===== src/rtl/irq_router_pkg.sv =====
package irq_router_pkg;
  localparam int unsigned REQ_COUNT   = 13;
  localparam int unsigned BIT_CLKOFF  = 4;
  localparam int unsigned BIT_RXSVC   = 5;
  localparam int unsigned BIT_TXSVC   = 6;

  typedef struct packed {
    logic irq;
    logic rx;
    logic tx;
  } route_out_t;
endpackage


===== src/rtl/irq_evt_merge.sv =====
module irq_evt_merge #(
  parameter int unsigned NREQ       = 13,
  parameter int unsigned CLKOFF_BIT = 4,
  parameter int unsigned RX_BIT     = 5,
  parameter int unsigned TX_BIT     = 6
) (
  input  logic [NREQ-1:0] set_req,
  input  logic [NREQ-1:0] clr_req,
  input  logic            rx_fifo_rd,
  input  logic            tx_fifo_wr,
  input  logic            clk_start,
  input  logic            clk_stop,
  output logic [NREQ-1:0] set_vec,
  output logic [NREQ-1:0] clr_vec
);
  for (genvar b = 0; b < NREQ; b++) begin : g_bit
    if (b == CLKOFF_BIT) begin : g_clk
      assign set_vec[b] = set_req[b] | clk_stop;
      assign clr_vec[b] = clr_req[b] | clk_start;
    end else if (b == RX_BIT) begin : g_rx
      assign set_vec[b] = set_req[b];
      assign clr_vec[b] = clr_req[b] | rx_fifo_rd;
    end else if (b == TX_BIT) begin : g_tx
      assign set_vec[b] = set_req[b];
      assign clr_vec[b] = clr_req[b] | tx_fifo_wr;
    end else begin : g_plain
      assign set_vec[b] = set_req[b];
      assign clr_vec[b] = clr_req[b];
    end
  end
endmodule


===== src/rtl/irq_req_bank.sv =====
module irq_req_bank #(
  parameter int unsigned NREQ = 13
) (
  input  logic            clk,
  input  logic            rst_n,
  input  logic [NREQ-1:0] set_vec,
  input  logic [NREQ-1:0] clr_vec,
  output logic [NREQ-1:0] req_q
);
  for (genvar b = 0; b < NREQ; b++) begin : g_cell
    logic flag_d;
    logic flag_en;

    always_comb begin
      flag_en = set_vec[b] | clr_vec[b];
      // a set beats a clear in the same cycle so no event is lost
      flag_d  = set_vec[b];
    end

    always_ff @(posedge clk or negedge rst_n) begin
      if (!rst_n) begin
        req_q[b] <= 1'b0;
      end else if (flag_en) begin
        req_q[b] <= flag_d;
      end
    end
  end
endmodule


===== src/rtl/irq_mask_reg.sv =====
module irq_mask_reg #(
  parameter int unsigned NREQ = 13
) (
  input  logic            clk,
  input  logic            rst_n,
  input  logic            we,
  input  logic [NREQ-1:0] wdata,
  output logic [NREQ-1:0] mask_q
);
  logic [NREQ-1:0] mask_d;

  always_comb begin
    mask_d = wdata;
  end

  always_ff @(posedge clk or negedge rst_n) begin
    if (!rst_n) begin
      mask_q <= '0;
    end else if (we) begin
      mask_q <= mask_d;
    end
  end
endmodule


===== src/rtl/irq_route.sv =====
module irq_route
  import irq_router_pkg::*;
#(
  parameter int unsigned NREQ   = 13,
  parameter int unsigned RX_BIT = 5,
  parameter int unsigned TX_BIT = 6
) (
  input  logic            clk,
  input  logic            rst_n,
  input  logic [NREQ-1:0] req_q,
  input  logic [NREQ-1:0] mask_q,
  input  logic            dma_en,
  output route_out_t      out_q
);
  localparam logic [NREQ-1:0] ONE      = {{(NREQ-1){1'b0}}, 1'b1};
  localparam logic [NREQ-1:0] FIFO_SEL = (ONE << RX_BIT) | (ONE << TX_BIT);

  logic [NREQ-1:0] eff_mask;
  route_out_t      out_d;

  always_comb begin
    eff_mask  = mask_q | (dma_en ? FIFO_SEL : '0);
    out_d.irq = |(req_q & ~eff_mask);
    out_d.rx  = dma_en & req_q[RX_BIT];
    out_d.tx  = dma_en & req_q[TX_BIT];
  end

  always_ff @(posedge clk or negedge rst_n) begin
    if (!rst_n) begin
      out_q <= '0;
    end else begin
      out_q <= out_d;
    end
  end
endmodule


===== src/rtl/irq_dma_router.sv =====
module irq_dma_router
  import irq_router_pkg::*;
#(
  parameter int unsigned NREQ       = REQ_COUNT,
  parameter int unsigned CLKOFF_BIT = BIT_CLKOFF,
  parameter int unsigned RX_BIT     = BIT_RXSVC,
  parameter int unsigned TX_BIT     = BIT_TXSVC
) (
  input  logic            clk,
  input  logic            rst_n,
  input  logic [NREQ-1:0] set_req,
  input  logic [NREQ-1:0] clr_req,
  input  logic            rx_fifo_rd,
  input  logic            tx_fifo_wr,
  input  logic            clk_start,
  input  logic            clk_stop,
  input  logic            mask_we,
  input  logic [NREQ-1:0] mask_wdata,
  input  logic            dma_en,
  output logic [NREQ-1:0] req_state,
  output logic [NREQ-1:0] mask_state,
  output logic            cpu_irq,
  output logic            rx_dma_req,
  output logic            tx_dma_req
);
  logic [NREQ-1:0] set_vec;
  logic [NREQ-1:0] clr_vec;
  route_out_t      route_q;

  irq_evt_merge #(
    .NREQ(NREQ), .CLKOFF_BIT(CLKOFF_BIT), .RX_BIT(RX_BIT), .TX_BIT(TX_BIT)
  ) u_merge (
    .set_req(set_req), .clr_req(clr_req),
    .rx_fifo_rd(rx_fifo_rd), .tx_fifo_wr(tx_fifo_wr),
    .clk_start(clk_start), .clk_stop(clk_stop),
    .set_vec(set_vec), .clr_vec(clr_vec)
  );

  irq_req_bank #(.NREQ(NREQ)) u_bank (
    .clk(clk), .rst_n(rst_n),
    .set_vec(set_vec), .clr_vec(clr_vec),
    .req_q(req_state)
  );

  irq_mask_reg #(.NREQ(NREQ)) u_mask (
    .clk(clk), .rst_n(rst_n),
    .we(mask_we), .wdata(mask_wdata),
    .mask_q(mask_state)
  );

  irq_route #(.NREQ(NREQ), .RX_BIT(RX_BIT), .TX_BIT(TX_BIT)) u_route (
    .clk(clk), .rst_n(rst_n),
    .req_q(req_state), .mask_q(mask_state), .dma_en(dma_en),
    .out_q(route_q)
  );

  assign cpu_irq    = route_q.irq;
  assign rx_dma_req = route_q.rx;
  assign tx_dma_req = route_q.tx;
endmodule


===== config.mk =====
export PLATFORM = sky130hd
export DESIGN_NAME = irq_dma_router
export DESIGN_NICKNAME = d
export VERILOG_FILES = /design/src/rtl/irq_router_pkg.sv /design/src/rtl/irq_evt_merge.sv /design/src/rtl/irq_req_bank.sv /design/src/rtl/irq_mask_reg.sv /design/src/rtl/irq_route.sv /design/src/rtl/irq_dma_router.sv
export SDC_FILE = /design/constraint.sdc
export NUM_CORES = 1
export LEC_CHECK = 0
export BUFFER_PORTS_ARGS = -buffer_cell sky130_fd_sc_hd__buf_4
export CORE_ASPECT_RATIO = 1.4
export CORE_MARGIN = 1
export CORE_UTILIZATION = 44
export DETAILED_ROUTE_END_ITERATION = 10
export GPL_TIMING_DRIVEN = 0
export PLACE_DENSITY = 0.9
export SKIP_CTS_REPAIR_TIMING = 1
export SLEW_MARGIN = 30
export SYNTH_ARGS = -nofsm -noshare
export SYNTH_HDL_FRONTEND = slang
export SYNTH_SLANG_ARGS = --single-unit
export TNS_END_PERCENT = 50

===== constraint.sdc =====
create_clock -name clk -period 2.4 [get_ports clk]
set_input_delay 0.48 -clock clk [delete_from_list [all_inputs] [get_ports clk]]
set_output_delay 0.48 -clock clk [all_outputs]
set_load 0.01 [all_outputs]

; Word level (Yosys, flattened, before mapping)
; Index checks and enable logic that the tools add are counted.
[word_totals]
out_inout_bits = 29
word_cells = 41
input_bits = 47
reg_bits = 29
[op_classes]
n_bitwise = 22
n_mux = 1
reduce_logical = 1
[ops]
columns = operator, count
row1 = $or 1x1->1, 17
row2 = $and 13x13->13, 1
row3 = $not 13->13, 1
row4 = $or 13x13->13, 1
row5 = $reduce_or 13->1, 1
row6 = $mux 7, 1
row7 = $and 1x1->1, 2

; Depth between registers and ports, before layout
; Gate-level depths: netlist (run 1).
[depth]
ltp_word = 5
mapped_depth = 3
depth_no_buf = 3

; By module
; From an unflattened synthesis (run 1), not the netlist that was laid out.
[hier_totals]
hier_cells = 115
hier_area_um2 = 1380.1
[by_module_without_submodules]
columns = mod, area_each_um2, cells_each, instances
row1 = irq_mask_reg, 520.5, 27, 1
row2 = irq_req_bank, 471.7, 39, 1
row3 = irq_route, 197.7, 23, 1
row4 = irq_evt_merge, 190.2, 26, 1

; Worst setup path after synthesis (run 1)
; Ideal clock, no wire load.
[synth_path]
path_kind = reg2reg
from = reg u_bank.req_q[0]
to = reg u_route.out_q[2] (netlist bit)
path_stages_with_launch = 4
setup_ns = 0.138
required_ns = 2.262
setup_slack_ns = 1.148
path_buffers = 0
arrival_time_ns = 1.113
path_cell_list = dfrtp_1 > or2b_1 > o2111ai_1 > or4_1
[synth_lines]
columns = element, line_no
row1 = start: declaration, irq_req_bank.sv:8  ; output logic [NREQ-1:0] req_q
row2 = start signal: indexed assignment, irq_req_bank.sv:24  ; req_q[b] <= flag_d;
row3 = end signal: assignment, irq_route.sv:32  ; out_q <= out_d;
row4 = end: declaration, irq_route.sv:13  ; output route_out_t out_q

; Worst setup path after layout (run 1)
[layout_path]
from = reg u_mask.mask_q[7]
to = out mask_state[7]
[layout_lines]
columns = element, line_no
row1 = start: declaration, irq_mask_reg.sv:8  ; output logic [NREQ-1:0] mask_q
row2 = start signal: assignment, irq_mask_reg.sv:20  ; mask_q <= mask_d;
row3 = end: declaration, irq_dma_router.sv:21  ; output logic [NREQ-1:0] mask_state,
; No word-level cell between the ends.

==> results of run 1 <==
[worst min path at each step]
| stage | end | slack (ns) |
|---|---|---|
| final | u_bank.req_q[7] | 0.06 |
| after global routing | u_bank.req_q[7] | 0.07 |
| after CTS | u_bank.req_q[7] | 0.06 |
| after detailed placement | u_bank.req_q[7] | 0.42 |
| after global placement | u_bank.req_q[7] | 0.41 |
| after floorplan | u_bank.req_q[0] | 0.18 |
[flip-flops by register name (all words and copies together) (netlist names)]
name,flops
u_mask.mask_q,13
u_bank.req_q,13
u_route.out_q,3
[through the flow]
| step | setup WS (ns) | cells |
|---|---|---|
| after global routing | 0.980 | 201 |
| after floorplan | 1.15 | 85 |
| after CTS | 1.02 | 201 |
| after global placement | 1.05 | 194 |
| final | 1.03 | 201 |
| after detailed placement | 1.04 | 194 |
[power breakdown]
group	switching (mW)	leakage (nW)	internal, mW
Sequential	0.0275	0.326	0.527
Combinational	0.0804	0.575	0.135
Clock	0.148	0.0314	0.138
Total	0.256	0.933	0.800
[cells by family after synthesis]
logic type | Yosys count | synth area share (%)
buf+inv | 11 | 3.85
simple gates | 15 | 8.13
compound gates | 17 | 11.4
flops | 29 | 63.7
mux | 13 | 12.9
[final cells by class]
class / count / share of cell area (%)
timing repair buffer: 75 / 31.3
sequential: 29 / 40.3
multi-input combinational: 45 / 20.5
clock buffer: 7 / 3.06
tap: 34 / 2.36
inverter: 10 / 2.16
buffer: 1 / 0.278
[synth_stat cells]
| master | count |
|---|---|
| sky130_fd_sc_hd__o221ai_1 | 1 |
| sky130_fd_sc_hd__mux2_2 | 13 |
| sky130_fd_sc_hd__or2b_1 | 4 |
| sky130_fd_sc_hd__o2111ai_1 | 2 |
| sky130_fd_sc_hd__or4_1 | 1 |
| sky130_fd_sc_hd__o21bai_1 | 4 |
| sky130_fd_sc_hd__and2_1 | 2 |
| sky130_fd_sc_hd__dfrtp_1 | 29 |
| sky130_fd_sc_hd__nor2_1 | 3 |
| sky130_fd_sc_hd__clkinvlp_2 | 1 |
| sky130_fd_sc_hd__buf_2 | 1 |
| sky130_fd_sc_hd__nand2b_1 | 5 |
| sky130_fd_sc_hd__a21oi_1 | 1 |
| sky130_fd_sc_hd__inv_1 | 9 |
| sky130_fd_sc_hd__a21o_1 | 8 |
| sky130_fd_sc_hd__a211o_1 | 1 |
[layer usage]
metal  up-vias  global-route usage (%)
met5         -                       0
met4         0                    9.09
met3         4                    7.56
met2        46                    39.9
met1       452                    22.5
li1        452                       -
==> impl_metrics.py, run 1 <==
metrics = {
    "logic_synthesis": {
        "synth.top_cells.by_area": "sky130_fd_sc_hd__dfrtp_1, sky130_fd_sc_hd__mux2_2, sky130_fd_sc_hd__a21o_1",
        "number_of_different_library_cells_in_the_post_synthesis_netlist": 16,
        "synth_cells": 85,
        "synth_area_per_cell_um2": 13.4,
        "synth-warning-count": 0,
        "synth.net_count": 132,
        "ys_seq_area_share_pct": 63.7,
        "postSynthRegisterBits": 29,
        "yosysTopAreaCellShare_pct": 63.7,
        "synthesized_area_um2": 1140,
        "synth_area_leader_cell": "sky130_fd_sc_hd__dfrtp_1",
    },
    "clock_network": {
        "clk_transition_reported_paths_ns": 0.10,
        "clock_latency_late_sink_ns": 0.32,
        "clock_tree.htree_level_count": 2,
        "tritoncts": "yes",
        "cts_made_buffers": 5,
        "cts.root.buffer_cell": "sky130_fd_sc_hd__clkbuf_4",
        "clk_path_buf_depth": 2,
        "total_clock_sinks": 29,
    },
    "layout": {
        "layout.core_utilization_pct": 74.4,
        "area_overhead_of_the_layout_relative_to_synthesis_pct": 58.0,
        "finalNetCount": 214,
        "share_of_final_layout_standard_cells_stronger_than_drive_strength_1_pct": 57.5,
        "layout_common_cells": "sky130_fd_sc_hd__buf_4, sky130_fd_sc_hd__dfrtp_1, sky130_fd_sc_hd__mux2_2",
        "final.fill_count": 197,
        "seq_area_um2": 726,
        "multi_input_area_um2": 369,
        "layout.cells.most_common": "sky130_fd_sc_hd__buf_4",
        "number_of_antenna_repair_diodes": 0,
        "final_design_area_no_fill_um2": 1800,
    },
    "drt": {
        "drc_errors": 0,
        "vias": 954,
        "drt_pass1_iterations": 3,
        "vias_per_cell": 4.75,
        "routed_wirelength_mm": 2.81,
        "detailroute.wirelength.met2_mm": 1.68,
        "drt_first_iter_violations": 20,
        "wl_met3_um": 201,
        "route.top_layer_used": "met4",
        "detail_route.wirelength.met1_um": 892,
        "wl_per_cell_um": 14.0,
        "drtAntennaViolNets": 0,
    },
    "critical_path": {
        "critical_path.max_fanout": 3,
        "cp-start-kind": "register",
        "sum_of_buffers_and_inverters_on_the_critical_path": 1,
        "slowest_stage": "sky130_fd_sc_hd__dfrtp_1",
        "crit_path_from": "u_mask.mask_q[7]",
        "endpoint_of_the_worst_setup_timing_path": "mask_state[7]",
        "timing.setup.critical_path_class": "register to output port",
        "worstSetupPathDepth": 1,
        "r2r_start": "u_mask.mask_q[4]",
        "arr_time_crit_path_ns": 0.89,
        "cells_traversed_along_the_worst_timing_path": "buf_4",
        "regToRegEndpoint": "u_route.out_q[2]",
        "reg2reg_depth": 3,
        "cp_max_stage_delay_ns": 0.41,
        "cpLargestDelayFamily": "flip-flops",
        "r2r_slack_ns": 1.07,
        "endpoint_kind": "output port",
        "cp_data_required_time_ns": 1.92,
    },
    "sta": {
        "timing.final.max_slew_violations": 0,
        "fin_hold_ws_ns": 0.0552,
        "timing.setup.tns_ns": 0,
        "fmaxAchievable_ghz": 0.731,
        "hold_viol": 0,
        "final.period_utilization_pct": 57.0,
        "worst_slew_margin_rel_pct": 76.0,
        "worstMarginPinSlew_ns": 0.360,
        "min_period_ns": 1.37,
        "skew_ns": 0.0190,
        "setup_viol_count_final": 0,
        "unrepaired_setup_endpoints_after_global_routing": "false",
    },
    "min_path": {
        "worstHoldPathType": "input pin to asynchronous set/reset pin",
    },
    "place": {
        "post_detail_place_hpwl_mm": 2.24,
        "io_buffer_count": 75,
        "gp_routability_congestion": 0.718,
        "dp_area_um2": 1740,
    },
    "power": {
        "power.density_nw_per_um2": 587,
        "p_total_mw": 1.06,
        "peakVddDrop_v": 0.000499,
        "power_leakage_nw": 0.933,
    },
    "die": {
        "io_pins": 76,
        "placementRows": 21,
        "fp.coreArea_um2": 2420,
        "initial_utilization_pct": 47.1,
        "die_area_um2": 2800,
        "die_h_um": 62.2,
        "fp.dieW_um": 45.0,
    },
    "global_route": {
        "initial_antenna_violation_count": 0,
        "gr-usage-all-layers_pct": 22.4,
        "grt_max_degree": 30,
        "first_global_vias": 977,
        "grt_pass1_wl_mm": 4.38,
        "grt.overflow.total": 0,
    },
    "run": {
        "timing.max_cap.violations": 0,
    },
    "outcome": {
        "run_status": "completed",
    },
}
Note: power is estimated with default switching activity, not from simulation.
==> inputs of run 2 (changes only) <==
--- a/config.mk
+++ b/config.mk
@@ -8,10 +8,10 @@
 export BUFFER_PORTS_ARGS = -buffer_cell sky130_fd_sc_hd__buf_4
 export CORE_ASPECT_RATIO = 1.4
 export CORE_MARGIN = 1
-export CORE_UTILIZATION = 44
+export CORE_UTILIZATION = 40
 export DETAILED_ROUTE_END_ITERATION = 10
 export GPL_TIMING_DRIVEN = 0
-export PLACE_DENSITY = 0.9
+export PLACE_DENSITY = 0.83
 export SKIP_CTS_REPAIR_TIMING = 1
 export SLEW_MARGIN = 30
 export SYNTH_ARGS = -nofsm -noshare
==> constraint.sdc (replaced) <==
create_clock -name clk -period 1.35 [get_ports clk]
set_input_delay 0.27 -clock clk [delete_from_list [all_inputs] [get_ports clk]]
set_output_delay 0.27 -clock clk [all_outputs]
set_load 0.01 [all_outputs]
==> impl_metrics.py, run 2 (synthesized netlist as in run 1, its figures left out) <==
metrics = {
    "critical_path": {
        "cp-start-kind": "register",
        "critical_path.max_fanout": 3,
        "regToRegEndpoint": "u_route.out_q[2]",
        "r2r_start": "u_bank.req_q[0]",
        "endpoint_kind": "register",
        "arr_time_crit_path_ns": 1.48,
        "crit_path_from": "u_bank.req_q[0]",
        "r2r_slack_ns": 0.06,
        "endpoint_of_the_worst_setup_timing_path": "u_route.out_q[2]",
        "cp_data_required_time_ns": 1.54,
        "reg2reg_depth": 3,
        "timing.setup.critical_path_class": "register to register",
    },
    "run": {
        "timing.max_cap.violations": 0,
    },
    "clock_network": {
        "clk_transition_reported_paths_ns": 0.08,
        "clock_tree.htree_level_count": 2,
        "clock_latency_late_sink_ns": 0.31,
        "clk_path_buf_depth": 2,
        "cts_made_buffers": 5,
        "total_clock_sinks": 29,
        "tritoncts": "yes",
        "cts.root.buffer_cell": "sky130_fd_sc_hd__clkbuf_4",
    },
    "sta": {
        "unrepaired_setup_endpoints_after_global_routing": "false",
        "fmaxAchievable_ghz": 0.773,
        "skew_ns": 0.00191,
        "worst_slew_margin_rel_pct": 76.0,
        "setup_viol_count_final": 0,
        "timing.setup.tns_ns": 0,
        "hold_viol": 0,
        "min_period_ns": 1.29,
        "timing.final.max_slew_violations": 0,
        "final.period_utilization_pct": 95.9,
        "worstMarginPinSlew_ns": 0.360,
    },
    "global_route": {
        "grt_pass1_wl_mm": 4.18,
        "initial_antenna_violation_count": 0,
        "first_global_vias": 994,
        "grtUsageMet1_pct": 19.2,
        "grt.overflow.total": 0,
        "busiest_layer": "met2",
        "met2_usage_pct": 36.6,
        "gr-usage-all-layers_pct": 19.4,
        "grt.met3_usage_pct": 6.87,
        "grt_max_degree": 30,
    },
    "power": {
        "power.density_nw_per_um2": 1030,
        "internal-power_mw": 1.42,
        "peakVddDrop_v": 0.00112,
        "power_leakage_nw": 0.937,
        "power.combinational.fraction_pct": 20.4,
        "power.share.clock_pct": 27.0,
        "p_switching_mw": 0.450,
        "power.share.switching_pct": 24.0,
        "sequentialPowerShare_pct": 52.6,
    },
    "drt": {
        "vias": 963,
        "routed_wirelength_mm": 2.65,
        "drtAntennaViolNets": 0,
        "wl_per_cell_um": 13.0,
        "drt_first_iter_violations": 4,
        "drc_errors": 0,
        "vias_per_cell": 4.72,
        "drt_pass1_iterations": 4,
    },
    "layout": {
        "reg_top3": "u_bank.req_q x13, u_mask.mask_q x13, u_route.out_q x3",
        "layout.core_utilization_pct": 67.9,
        "multi_input_area_um2": 369,
        "final.fill_count": 227,
        "number_of_antenna_repair_diodes": 0,
        "seq_area_um2": 726,
        "layout_common_cells": "sky130_fd_sc_hd__buf_4, sky130_fd_sc_hd__dfrtp_1, sky130_fd_sc_hd__mux2_2",
        "area_overhead_of_the_layout_relative_to_synthesis_pct": 59.1,
        "layout.cells.most_common": "sky130_fd_sc_hd__buf_4",
        "share_of_final_layout_standard_cells_stronger_than_drive_strength_1_pct": 57.1,
        "finalNetCount": 215,
    },
    "place": {
        "gp_routability_congestion": 0.793,
        "io_buffer_count": 75,
        "post_detail_place_hpwl_mm": 2.13,
    },
    "die": {
        "initial_utilization_pct": 42.6,
        "fp.dieW_um": 47.1,
        "die_area_um2": 3070,
        "io_pins": 76,
        "placementRows": 22,
        "die_h_um": 65.1,
        "fp.coreArea_um2": 2670,
    },
    "outcome": {
        "run_status": "completed",
    },
    "min_path": {
        "worstHoldPathType": "input pin to register",
    },
}
==> run 2: changes by cell type in the layout (fill, tap and decap cells not counted) <==
cell,delta
sky130_fd_sc_hd__dlygate4sd3_1,+1
==> run 2: worst max-delay path, stage by stage (launching register included) <==
cell                        delay [ns]
sky130_fd_sc_hd__dfrtp_1          0.40
sky130_fd_sc_hd__or2b_1           0.16
sky130_fd_sc_hd__o2111ai_1        0.10
sky130_fd_sc_hd__or4_1            0.51
==> run 2: power by group through the flow <==
stage / Sequential [mW] / Clock [mW] / Combinational, mW
after detailed placement: 1.01 / 0 / 0.385
final: 0.987 / 0.506 / 0.382
after global routing: 0.997 / 0.564 / 0.417
after CTS: 0.989 / 0.529 / 0.386
after floorplan: 1.03 / 0 / 0.103
after global placement: 0.999 / 0 / 0.376
==> run 2: area by class of cell <==
class	instances	area share [%]
timing repair buffer	76	31.6
clock buffer	7	3.04
multi-input combinational	45	20.4
sequential	29	40.1
tap	36	2.49
buffer	1	0.276
inverter	10	2.14
==> run 2: how the worst min path moves through the flow <==
| stage | depth (start not counted) | from | endpoint | slack [ns] |
|---|---|---|---|---|
| 5_1_grt | 2 | clr_req[2] | u_bank.req_q[2] | 0.11 |
| 2_1_floorplan | 0 | rst_n | u_bank.req_q[0] | -0.03 |
| 3_3_place_gp | 1 | rst_n | u_bank.req_q[5] | 0.21 |
| 3_5_place_dp | 1 | rst_n | u_bank.req_q[5] | 0.21 |
| 4_1_cts | 1 | rst_n | u_bank.req_q[5] | -0.14 |
| 6_report | 2 | clr_req[12] | u_bank.req_q[12] | 0.13 |
==> run 2: through the flow <==
stage / total power, mW / setup WS [ns] / hold WS (ns) / cell area, um2 / std cells
after global routing: 1.98 / 0.00235 / 0.112 / 1810 / 204
after CTS: 1.90 / 0.0547 / -0.137 / 1800 / 203
after global placement: 1.38 / 0.0856 / 0.206 / 1750 / 196
final: 1.87 / 0.0557 / 0.130 / 1810 / 204
after floorplan: 1.13 / 0.0981 / -0.0256 / 1140 / 85
after detailed placement: 1.39 / 0.0645 / 0.208 / 1750 / 196
==> run 2: per-layer routing <==
metal / vias to the layer above / share of wire (%)
met1: 458 / 33
met3: 4 / 6.9
met2: 45 / 59
met5: - / 0
li1: 456 / -
met4: 0 / 1.5
==> inputs of run 3 (changes only) <==
--- a/config.mk
+++ b/config.mk
@@ -8,10 +8,10 @@
 export BUFFER_PORTS_ARGS = -buffer_cell sky130_fd_sc_hd__buf_4
 export CORE_ASPECT_RATIO = 1.4
 export CORE_MARGIN = 1
-export CORE_UTILIZATION = 40
+export CORE_UTILIZATION = 30
 export DETAILED_ROUTE_END_ITERATION = 10
 export GPL_TIMING_DRIVEN = 0
-export PLACE_DENSITY = 0.83
+export PLACE_DENSITY = 0.67
 export SKIP_CTS_REPAIR_TIMING = 1
 export SLEW_MARGIN = 30
 export SYNTH_ARGS = -nofsm -noshare
==> impl_metrics.py, run 3 (synthesized netlist as in run 1, its figures left out) <==
metrics = {
    "global_route": {
        "grt.overflow.total": 0,
        "grt_pass1_wl_mm": 4.36,
        "grt_max_degree": 30,
        "first_global_vias": 975,
        "initial_antenna_violation_count": 0,
        "gr-usage-all-layers_pct": 15.8,
    },
    "power": {
        "power.share.clock_pct": 40.4,
        "internal-power_mw": 1.79,
        "p_switching_mw": 0.522,
        "power.combinational.fraction_pct": 16.9,
        "sequentialPowerShare_pct": 42.8,
        "power_leakage_nw": 0.973,
        "power.share.switching_pct": 22.6,
        "peakVddDrop_v": 0.000811,
        "power.density_nw_per_um2": 1220,
    },
    "sta": {
        "finalWorstSetupSlack_ns": 0.0614,
        "hold_viol": 0,
        "setup_viol_count_final": 0,
        "skew_ns": 0.00415,
        "final.period_utilization_pct": 95.5,
        "timing.setup.tns_ns": 0,
        "unrepaired_setup_endpoints_after_global_routing": "false",
        "worstMarginPinSlew_ns": 0.372,
        "fmaxAchievable_ghz": 0.776,
        "min_period_ns": 1.29,
        "worst_slew_margin_rel_pct": 75.2,
        "timing.final.max_slew_violations": 0,
    },
    "layout": {
        "layout.cells.non_filler": 213,
        "share_of_final_layout_standard_cells_stronger_than_drive_strength_1_pct": 57.9,
        "finalNetCount": 217,
        "layout_common_cells": "sky130_fd_sc_hd__buf_4, sky130_fd_sc_hd__dfrtp_1, sky130_fd_sc_hd__mux2_2",
        "number_of_antenna_repair_diodes": 0,
        "area_overhead_of_the_layout_relative_to_synthesis_pct": 66.5,
        "reg_top3": "u_bank.req_q x13, u_mask.mask_q x13, u_route.out_q x3",
        "final_design_area_no_fill_um2": 1900,
        "layout.cells.most_common": "sky130_fd_sc_hd__buf_4",
        "final.fill_count": 349,
    },
    "drt": {
        "routed_wirelength_mm": 2.89,
        "vias": 965,
        "drt_pass1_iterations": 3,
        "wl_per_cell_um": 13.6,
        "drc_errors": 0,
        "vias_per_cell": 4.53,
        "drtAntennaViolNets": 0,
        "drt_first_iter_violations": 8,
    },
    "die": {
        "fp.dieW_um": 54.1,
        "die_area_um2": 4050,
        "fp.coreArea_um2": 3640,
        "initial_utilization_pct": 31.3,
        "placementRows": 26,
        "die_h_um": 74.9,
        "io_pins": 76,
    },
    "place": {
        "post_detail_place_hpwl_mm": 2.27,
        "dp.cells": 202,
        "dp_area_um2": 1750,
        "pre_cts_ws_ns": 0.0481,
        "io_buffer_count": 75,
        "gp_routability_congestion": 0.740,
    },
    "critical_path": {
        "cp-start-kind": "register",
        "critical_path.max_fanout": 3,
        "endpoint_of_the_worst_setup_timing_path": "u_route.out_q[2]",
        "cp_data_required_time_ns": 1.50,
        "timing.setup.critical_path_class": "register to register",
        "regToRegEndpoint": "u_route.out_q[2]",
        "reg2reg_depth": 3,
        "arr_time_crit_path_ns": 1.44,
        "crit_path_from": "u_bank.req_q[0]",
        "endpoint_kind": "register",
        "r2r_start": "u_bank.req_q[0]",
        "r2r_slack_ns": 0.06,
    },
    "clock_network": {
        "tritoncts": "yes",
        "clk_path_buf_depth": 2,
        "cts_made_buffers": 5,
        "clk_transition_reported_paths_ns": 0.06,
        "total_clock_sinks": 29,
        "cts.root.buffer_cell": "sky130_fd_sc_hd__clkbuf_8",
        "clock_tree.htree_level_count": 2,
        "clock_latency_late_sink_ns": 0.28,
    },
    "outcome": {
        "run_status": "completed",
    },
    "run": {
        "timing.max_cap.violations": 0,
    },
    "min_path": {
        "worstHoldPathType": "input pin to register",
        "hold_path.startpoint": "set_req[9]",
    },
}
==> run 3: cell types whose count changed in the layout (fill, tap and decap cells not counted) <==
cell                        previous run  this run
sky130_fd_sc_hd__clkbuf_4              5         0
sky130_fd_sc_hd__clkbuf_8              1         6
sky130_fd_sc_hd__buf_4                75        77
sky130_fd_sc_hd__bufinv_16             0         1
==> run 3: metrics by stage <==
stage	power (mW)	hold WS (ns)	util, %
6_report	2.31	0.162	52.0
4_1_cts	2.33	-0.0846	51.3
3_5_place_dp	1.39	0.221	48.1
2_1_floorplan	1.13	-0.0256	-
3_3_place_gp	1.38	0.211	48.1
5_1_grt	2.43	0.150	52.0
==> run 3: cell type report <==
| type | count | area (um2) | share of cell area, % |
|---|---|---|---|
| buffer | 1 | 5.00 | 0.264 |
| sequential | 29 | 726 | 38.3 |
| inverter | 10 | 38.8 | 2.05 |
| tap | 42 | 52.6 | 2.77 |
| multi-input combinational | 45 | 369 | 19.5 |
| clock buffer | 7 | 86.3 | 4.55 |
| timing repair buffer | 78 | 588 | 31.0 |
| clock inverter | 1 | 30.0 | 1.58 |
==> run 3: power groups by stage <==
stage                     Combinational, mW  Clock (mW)  Sequential [mW]
after floorplan                       0.103           0             1.03
after global placement                0.380           0             1.00
after detailed placement              0.390           0             1.00
after CTS                             0.391       0.953            0.989
after global routing                  0.427        1.01            0.998
final                                 0.390       0.932            0.987
==> run 3: worst min-delay path by stage <==
| stage | end | slack (ns) | cells past startpoint |
|---|---|---|---|
| 3_5_place_dp | u_bank.req_q[0] | 0.22 | 1 |
| 5_1_grt | u_bank.req_q[9] | 0.15 | 2 |
| 3_3_place_gp | u_bank.req_q[1] | 0.21 | 1 |
| 2_1_floorplan | u_bank.req_q[0] | -0.03 | 0 |
| 4_1_cts | u_mask.mask_q[0] | -0.08 | 1 |
| 6_report | u_bank.req_q[9] | 0.16 | 2 |
==> run 3: layer usage <==
metal  up-vias  track usage (%)  routed length, um
li1        454                -                  -
met1       464             13.8                951
met2        42             29.8               1680
met3         5             7.68                216
met4         0             5.98                 42
met5         -                0                  0
==> run 3: worst max-delay path, cell delays in order, from the launching register on <==
cell and delay (ns):
sky130_fd_sc_hd__dfrtp_1 0.39, sky130_fd_sc_hd__or2b_1 0.15, sky130_fd_sc_hd__o2111ai_1 0.11, sky130_fd_sc_hd__or4_1 0.51
